$ cat src/rtl/evt_irq_pkg.sv
package evt_irq_pkg;
  localparam int unsigned DEF_NUM_EVT  = 8;
  localparam int unsigned DEF_CLR_DIV  = 4;
  localparam int unsigned DEF_BOOT_EVT = 2;
endpackage

$ cat src/rtl/evt_clr_div.sv
module evt_clr_div #(
  parameter int unsigned CLR_DIV = 4
) (
  input  logic clk,
  input  logic rst_n,
  input  logic clr_i,
  output logic fire_o
);
  localparam int unsigned CW = (CLR_DIV > 2) ? $clog2(CLR_DIV) : 1;
  localparam logic [CW-1:0] LAST = CW'(CLR_DIV - 1);

  logic [CW-1:0] cnt_q;

  // The write that finds the count at its last value is the one that retires.
  assign fire_o = clr_i && (cnt_q == LAST);

  always_ff @(posedge clk or negedge rst_n) begin
    if (!rst_n) begin
      cnt_q <= '0;
    end else if (clr_i) begin
      cnt_q <= fire_o ? '0 : cnt_q + 1'b1;
    end
  end
endmodule

$ cat src/rtl/evt_pend_set.sv
module evt_pend_set #(
  parameter int unsigned NUM_EVT  = 8,
  parameter int unsigned BOOT_EVT = 2,
  parameter int unsigned IW       = 3
) (
  input  logic               clk,
  input  logic               rst_n,
  input  logic [NUM_EVT-1:0] raise_i,
  input  logic               retire_i,
  output logic [NUM_EVT-1:0] pend_q,
  output logic [NUM_EVT-1:0] pend_d,
  output logic               next_found_o,
  output logic [IW-1:0]      next_idx_o
);
  logic [NUM_EVT-1:0] post_ret;
  logic               cleared;

  // Retire step: drop the lowest set bit.
  always_comb begin
    post_ret = pend_q;
    cleared  = 1'b0;
    if (retire_i) begin
      for (int i = 0; i < NUM_EVT; i++) begin
        if (!cleared && pend_q[i]) begin
          post_ret[i] = 1'b0;
          cleared     = 1'b1;
        end
      end
    end
  end

  // Next search: after the clear, every bit below the retired index is
  // zero, so the lowest remaining bit is the next one at or above it.
  always_comb begin
    next_found_o = 1'b0;
    next_idx_o   = '0;
    for (int i = 0; i < NUM_EVT; i++) begin
      if (!next_found_o && post_ret[i]) begin
        next_found_o = cleared;
        next_idx_o   = IW'(i);
      end
    end
  end

  // The raises are applied after the retire.
  assign pend_d = post_ret | raise_i;

  always_ff @(posedge clk or negedge rst_n) begin
    if (!rst_n) begin
      pend_q <= NUM_EVT'(1) << BOOT_EVT;
    end else begin
      pend_q <= pend_d;
    end
  end
endmodule

$ cat src/rtl/evt_num_reg.sv
module evt_num_reg #(
  parameter int unsigned NUM_EVT  = 8,
  parameter int unsigned BOOT_EVT = 2,
  parameter int unsigned IW       = 3
) (
  input  logic               clk,
  input  logic               rst_n,
  input  logic [NUM_EVT-1:0] raise_i,
  input  logic               next_found_i,
  input  logic [IW-1:0]      next_idx_i,
  output logic [IW-1:0]      evt_q
);
  logic [IW-1:0] evt_d;

  always_comb begin
    // The retire reload is applied first.
    evt_d = next_found_i ? next_idx_i : evt_q;
    // Then each raise, in ascending order. A stored 0 reads as "empty",
    // so any raised event can replace it.
    for (int i = 0; i < NUM_EVT; i++) begin
      if (raise_i[i] && ((evt_d == '0) || (IW'(i) < evt_d))) begin
        evt_d = IW'(i);
      end
    end
  end

  always_ff @(posedge clk or negedge rst_n) begin
    if (!rst_n) begin
      evt_q <= IW'(BOOT_EVT);
    end else begin
      evt_q <= evt_d;
    end
  end
endmodule

$ cat src/rtl/audio_evt_ctrl.sv
module audio_evt_ctrl #(
  parameter int unsigned NUM_EVT  = evt_irq_pkg::DEF_NUM_EVT,
  parameter int unsigned CLR_DIV  = evt_irq_pkg::DEF_CLR_DIV,
  parameter int unsigned BOOT_EVT = evt_irq_pkg::DEF_BOOT_EVT,
  localparam int unsigned IW      = (NUM_EVT > 2) ? $clog2(NUM_EVT) : 1
) (
  input  logic               clk,
  input  logic               rst_n,
  input  logic [NUM_EVT-1:0] evt_raise_i,
  input  logic               ack_wr_i,
  output logic               fiq_o,
  output logic [IW-1:0]      cur_evt_o
);
  logic               retire_w;
  logic [NUM_EVT-1:0] pend_q;
  logic [NUM_EVT-1:0] pend_d;
  logic               next_found;
  logic [IW-1:0]      next_idx;

  evt_clr_div #(.CLR_DIV(CLR_DIV)) u_div (
    .clk    (clk),
    .rst_n  (rst_n),
    .clr_i  (ack_wr_i),
    .fire_o (retire_w)
  );

  evt_pend_set #(.NUM_EVT(NUM_EVT), .BOOT_EVT(BOOT_EVT), .IW(IW)) u_pend (
    .clk          (clk),
    .rst_n        (rst_n),
    .raise_i      (evt_raise_i),
    .retire_i     (retire_w),
    .pend_q       (pend_q),
    .pend_d       (pend_d),
    .next_found_o (next_found),
    .next_idx_o   (next_idx)
  );

  evt_num_reg #(.NUM_EVT(NUM_EVT), .BOOT_EVT(BOOT_EVT), .IW(IW)) u_num (
    .clk          (clk),
    .rst_n        (rst_n),
    .raise_i      (evt_raise_i),
    .next_found_i (next_found),
    .next_idx_i   (next_idx),
    .evt_q        (cur_evt_o)
  );

  // The line is raised when a raise finds the set empty, and dropped when a
  // retire empties it. Registering "set non-empty" gives exactly that.
  always_ff @(posedge clk or negedge rst_n) begin
    if (!rst_n) begin
      fiq_o <= 1'b1;
    end else begin
      fiq_o <= |pend_d;
    end
  end
endmodule

$ cat config.mk
export PLATFORM = sky130hd
export DESIGN_NAME = audio_evt_ctrl
export DESIGN_NICKNAME = d
export VERILOG_FILES = /design/src/rtl/evt_irq_pkg.sv /design/src/rtl/evt_clr_div.sv /design/src/rtl/evt_pend_set.sv /design/src/rtl/evt_num_reg.sv /design/src/rtl/audio_evt_ctrl.sv
export SDC_FILE = /design/constraint.sdc
export NUM_CORES = 1
export LEC_CHECK = 0
export ABC_AREA = 1
export BUFFER_PORTS_ARGS = -buffer_cell sky130_fd_sc_hd__buf_2
export CORE_MARGIN = 10
export CORE_UTILIZATION = 45
export DETAILED_ROUTE_END_ITERATION = 6
export GPL_TIMING_DRIVEN = 0
export PLACE_DENSITY_LB_ADDON = 0.15
export SLEW_MARGIN = 20
export SYNTH_ARGS = -nofsm -noshare
export SYNTH_HDL_FRONTEND = slang
export SYNTH_HIERARCHICAL = 1
export SYNTH_SLANG_ARGS = --single-unit
$ cat constraint.sdc
create_clock -name clk -period 5.95 [get_ports clk]
set_input_delay 0 -clock clk [delete_from_list [all_inputs] [get_ports clk]]
set_output_delay 0 -clock clk [all_outputs]
set_load 0.05 [all_outputs]
---- Word level (Yosys, flattened, before mapping) ----
Index checks and enable logic that the tools add are counted.
storage, ports and cells
  register bits after elaboration ......... 14
  bits of input ports ..................... 11
  word-level logic and storage cells ...... 118
cells by class
  add/subtract/negate cells ............... 1
  magnitude comparators ................... 8
  equal/unequal tests ..................... 1
  multiplexer cells ....................... 49
  bitwise logic cells ..................... 1
  reductions and logical operators ........ 54
operators by type and width
  cell                   count
  $mux W3                13
  $mux W1                32
  $logic_not A3 Y1       8
  $logic_and A1 B1 Y1    23
  $logic_not A1 Y1       14
  $lt A3 B3 Y1 const A   4
  $logic_or A1 B1 Y1     8
  $mux W8                1
  $or A8 B8 Y8           1
  $reduce_or A8 Y1       1
  $lt A1 B3 Y1 const A   2
  $lt A2 B3 Y1 const A   2
  $mux W2                3
  $add A2 B1 Y2 const B  1
  $eq A2 B2 Y1 const B   1

---- Logic depth before layout (Yosys ltp) ----
  depth after elaboration ................. 86
  mapped depth ............................ 29
  mapped depth without buffers ............ 29

---- Cells and area by module ----
The synthesis kept the hierarchy.
modules (own cells, without submodules)
  module          times used  cells each  area an instance (um^2)
  evt_pend_set    1           81          558.0
  evt_num_reg     1           79          447.9
  evt_clr_div     1           13          100.1
  audio_evt_ctrl  1           16          82.6

---- Worst setup path after synthesis ----
No wires, ideal clock.
  path kind ............................... register -> register
  start ................................... register u_div.cnt_q[0]
  end ..................................... register u_num.evt_q[0]
  setup time .............................. 0.113 ns
  arrival ................................. 2.441 ns
  path slack .............................. 3.396 ns
  stages on the path, launching flop included .. 28
  buffers on the path ..................... 0
  clock period less this slack ............ 2.554 ns
  cell sequence ........................... dfrtp_1 ha_1 nand2_1 inv_1 inv_2 nor2_2 nor2_1 a21oi_2 nand2_2 nor2_2 nand3_2 o21a_1 inv_2 nand2_2 nand2_2 nand2_2 nand2_2 nand3_2 nand2_1 nand2_1 nand2_2 nand2_1 nor2_1 nand3_1 nand2_1 nand2_2 nand2_1 inv_1
between the ends
  word-level cells in the longest chain between the ends .. 58
  elaborated cells on any way between the ends .. 74
  those cells by class .................... 8 x order compare; 1 x eq/ne; 26 x mux; 39 x reduce/logical
ends and longest elaborated chain
  item                                              line                  RTL
  start: declaration                                evt_clr_div.sv:12     logic [CW-1:0] cnt_q;
  start signal: assignment                          evt_clr_div.sv:21     cnt_q <= fire_o ? '0 : cnt_q + 1'b1;
  $eq A2 B2 Y1 (*)                                  evt_clr_div.sv:15     assign fire_o = clr_i && (cnt_q == LAST);
  $logic_and A1 B1 Y1 (*)                           evt_clr_div.sv:15
  net retire_w                                      audio_evt_ctrl.sv:14  logic retire_w;
  $mux W1 or $mux W8 (tied branches)                evt_pend_set.sv:22    if (retire_i) begin
  $mux W1                                           evt_pend_set.sv:38    if (!next_found_o && post_ret[i]) begin
  $logic_not A1 Y1                                  evt_pend_set.sv:38
  $logic_and A1 B1 Y1                               evt_pend_set.sv:38
  $mux W1                                           evt_pend_set.sv:38
  [... 18 more ...]                                 --
  net next_found                                    audio_evt_ctrl.sv:17  logic next_found;
  [... 26 more ...]                                 --
  $logic_or A1 B1 Y1                                evt_num_reg.sv:21     if (raise_i[i] && ((evt_d == '0) || (IW'(i) < evt_d))) begin
  $logic_and A1 B1 Y1                               evt_num_reg.sv:21
  $mux W3 (*)                                       evt_num_reg.sv:21
  $lt A3 B3 Y1 or $logic_not A3 Y1 (tied branches)  evt_num_reg.sv:21
  $logic_or A1 B1 Y1                                evt_num_reg.sv:21
  $logic_and A1 B1 Y1                               evt_num_reg.sv:21
  $mux W3 (*)                                       evt_num_reg.sv:21
  net u_num.evt_d[0]                                evt_num_reg.sv:13     logic [IW-1:0] evt_d;
  end signal: assignment                            evt_num_reg.sv:29     evt_q <= IW'(BOOT_EVT);
  end signal: assignment                            evt_num_reg.sv:31     evt_q <= evt_d;
  end: declaration                                  evt_num_reg.sv:11     output logic [IW-1:0] evt_q
Mark *: on every way through the listed nets, which the timed path passes. The rest lies on a longest branch.
A chain may end at the register's enable or synchronous reset.

---- Final worst setup path ----
Same ends and word-level chain as after synthesis.

==> flow_summary_export.csv <==
group,metric,value,unit
global_route,antenna_found_initial,0,
sta,rsz0062_at_grt,"no",
place,globalplace.congestion,0.824,
detailed_routing,firstDrtPassIters,4,
detailed_routing,routed_wl,2690,microns
global_route,gr-usage-all-layers,10.9,%
global_route,grt_start_max_net_pins,15,
clock_network,cts-root-buf,"clkbuf_4",
power,p_seq_share,35.9,%
detailed_routing,routedWlPerCell,11.0,microns
worst_setup_path,cp.required,6.12,ns
sta,hold_violations,0,
min_path,whs_path_depth,2,
worst_setup_path,cp_max_fo,6,
finish,num_antenna_cells,0,
min_path,hold_path_startpoint,"evt_raise_i[0]",
yosys,ys_top_cells_by_count,"63 x nand2_1, 38 x inv_1, 15 x nor2_1",
yosys,synth_top_area_share,23.2,%
yosys,synthArstFlopShare,100,%
status,status,"completed",
power,intPower,0.000197,W
detailed_routing,vias,1157,
yosys,synth_edf_count,0,
yosys,synth_area,1190,sq um
worst_setup_path,cp.arrival,3.12,ns
power,power_frac_clock,19.7,%
clock_network,clock_latency,0.27,ns
detailed_routing,drt-initial-drc-count,42,
place,port_buffers,14,
clock_network,cts_tree,"yes",
finish,syn2layout_area_growth,18.0,%
yosys,yosysWarnings,6,
die,core,2500,sq um
global_route,grt_pass1_vias,1136,
finish,final_area,1400,sq um
worst_setup_path,start_kind,"flip-flop",
job,max_cap_viol_count,0,
worst_setup_path,r2r-start,"u_div/cnt_q[0]",
worst_setup_path,path_class,"flip-flop to flip-flop",
yosys,avgSynthCellArea,6.29,sq um
power,power_density,240,nW/um^2
sta,fin_crit_sh,49.5,%
yosys,ys.flop_type,"dfrtp_1",
worst_setup_path,crit_path_end,"u_num/evt_q[0]",
die,die-area,5100,sq um
worst_setup_path,regToRegSetupSlack,3.00,ns
sta,period_minus_slack,2.95,ns
sta,timing.fmax,0.339,GHz
power,comb_power_share,44.4,%
min_path,hp-class,"input pin to flip-flop",
clock_network,cts_sinks,14,
sta,slew_violations,0,
yosys,synth_cell_types,25,
die,boundaryPins,15,
clock_network,cts_setup_buffers,0,
global_route,grt_pass1_wl,4720,microns
detailed_routing,final_antenna_net_count,0,
clock_network,h-tree-depth,1,
die,die_y,71.4,microns
yosys,syn-instance-count,189,
worst_setup_path,cp-startpoint,"u_div/cnt_q[0]",
yosys,synth_top_area_cell,"dfrtp_1",
clock_network,clockBufferDepth,2,
yosys,ys_seq_area_share,29.8,%
yosys,syn-num-nets,201,
detailed_routing,vias_per_cell,4.74,
finish,drive_above_1_share,26.6,%
yosys,synth_most_common_cell,"nand2_1",
power,p_switching,0.000140,W
yosys,ys_ff_latch,14,
worst_setup_path,r2r_end,"u_num/evt_q[0]",
place,dpl.hpwl,2210,microns
yosys,netlist_top_cells_area,"dfrtp_1 23%, nand2_1 20%, inv_1 12%",
sta,setup_violations,0,
power,power_leakage,0.836,nW
worst_setup_path,ff2ff_path_depth,24,
die,rows,18,
power,swShare,41.5,%
die,initial_core_util,47.5,%
worst_setup_path,endpoint_kind,"flip-flop",
sta,worst_pin_slew,0.390,ns
clock_network,path_clk_slew,0.08,ns
die,die_w,71.4,microns
sta,fin_skew,0.00110,ns
place,place_area,1300,sq um
global_route,overflow,0,
sta,setup_tns,0,ns
finish,fin_nets,227,
detailed_routing,drc,0,
sta,max_slew_margin,73.9,%
clock_network,numCtsBuffers,3,
power,ir_drop,0.208,mV
## per-stage QoR
step	hold slack, ns	util (%)	total power, W	setup WS (ns)	std cells
2_1_floorplan	-0.296	-	0.000236	3.40	189
3_3_place_gp	-0.101	51.9	0.000264	3.13	233
3_5_place_dp	-0.0959	51.9	0.000269	3.05	233
4_1_cts	0.00567	56.1	0.000340	3.02	244
5_1_grt	0.0140	56.1	0.000371	2.63	244
6_report	0.0131	56.1	0.000337	3.00	244
## cell type report
type / instances / area (sq um)
clock buffer: 4 / 36.3
fill: 253 / 1100
inverter: 42 / 159
multi-input combinational: 133 / 676
sequential: 14 / 354
tap: 30 / 37.5
timing repair buffer: 21 / 140
## registers in the layout, summed over array words and instances, names as in the netlist
signal,cells
fiq_o,1
u_div/cnt_q,2
u_pend/pend_q,8
u_num/evt_q,3
## cells in the final DEF (no fill, tap or decap), drive strengths merged, types with 6 or more instances in the layout
| cell | n |
|---|---|
| buf | 14 |
| dfrtp | 11 |
| dlygate4sd3 | 7 |
| inv | 41 |
| nand2 | 75 |
| nand3 | 16 |
| nor2 | 19 |
| or2 | 6 |
## per-layer routing
layer | global-route usage, % | part of all wire, % | vias up
li1 | - | - | 625
met1 | 12.4 | 45 | 506
met2 | 19.7 | 51 | 24
met3 | 2.20 | 4.0 | 2
met4 | 3.44 | 0.37 | 0
met5 | 0 | 0 | -
## cell families after synthesis
family,synth area share [%]
and+or+nand+nor,48.0
buffers and inverters,13.4
DFF,29.8
AOI/OAI and AO/OA,7.79
adders and majority gates,1.05
## power by group through the flow
stage	clock network (W)	logic (W)	registers [W]
finish	0.0000664	0.000150	0.000121
global route	0.0000769	0.000172	0.000122
CTS	0.0000690	0.000150	0.000121
detailed placement	0	0.000146	0.000122
global placement	0	0.000142	0.000122
floorplan	0	0.0000941	0.000142
## worst min path at each step
stage / endpoint
floorplan: u_div/cnt_q[0]
global placement: u_div/cnt_q[0]
detailed placement: u_div/cnt_q[0]
CTS: u_pend/pend_q[0]
global route: u_pend/pend_q[0]
finish: u_pend/pend_q[0]
## critical path: stages, from the launching register on
cell     delay [ns]
dfrtp_1        0.41
ha_1           0.22
nand2_1        0.06
inv_1          0.12
nand3_2        0.17
nor2_1         0.07
nor2_1         0.31
inv_1          0.10
nand3_2        0.10
o21a_1         0.20
inv_2          0.08
nand2_2        0.06
nand2_2        0.06
nand2_2        0.07
nand2_2        0.05
nand3_2        0.07
nand2_1        0.07
nand2_1        0.09
nand2_2        0.06
o21ai_1        0.19
nand2_1        0.07
nand2_1        0.08
nand2_2        0.06
nand2_1        0.05
inv_1          0.04
## repair_timing
item / in CTS / in global routing
hold buffers: 7 / 0
gates resized for setup: 0 / 0
hold endpoints to repair: 23 / 0
Note: power is estimated with default switching activity, not from simulation.
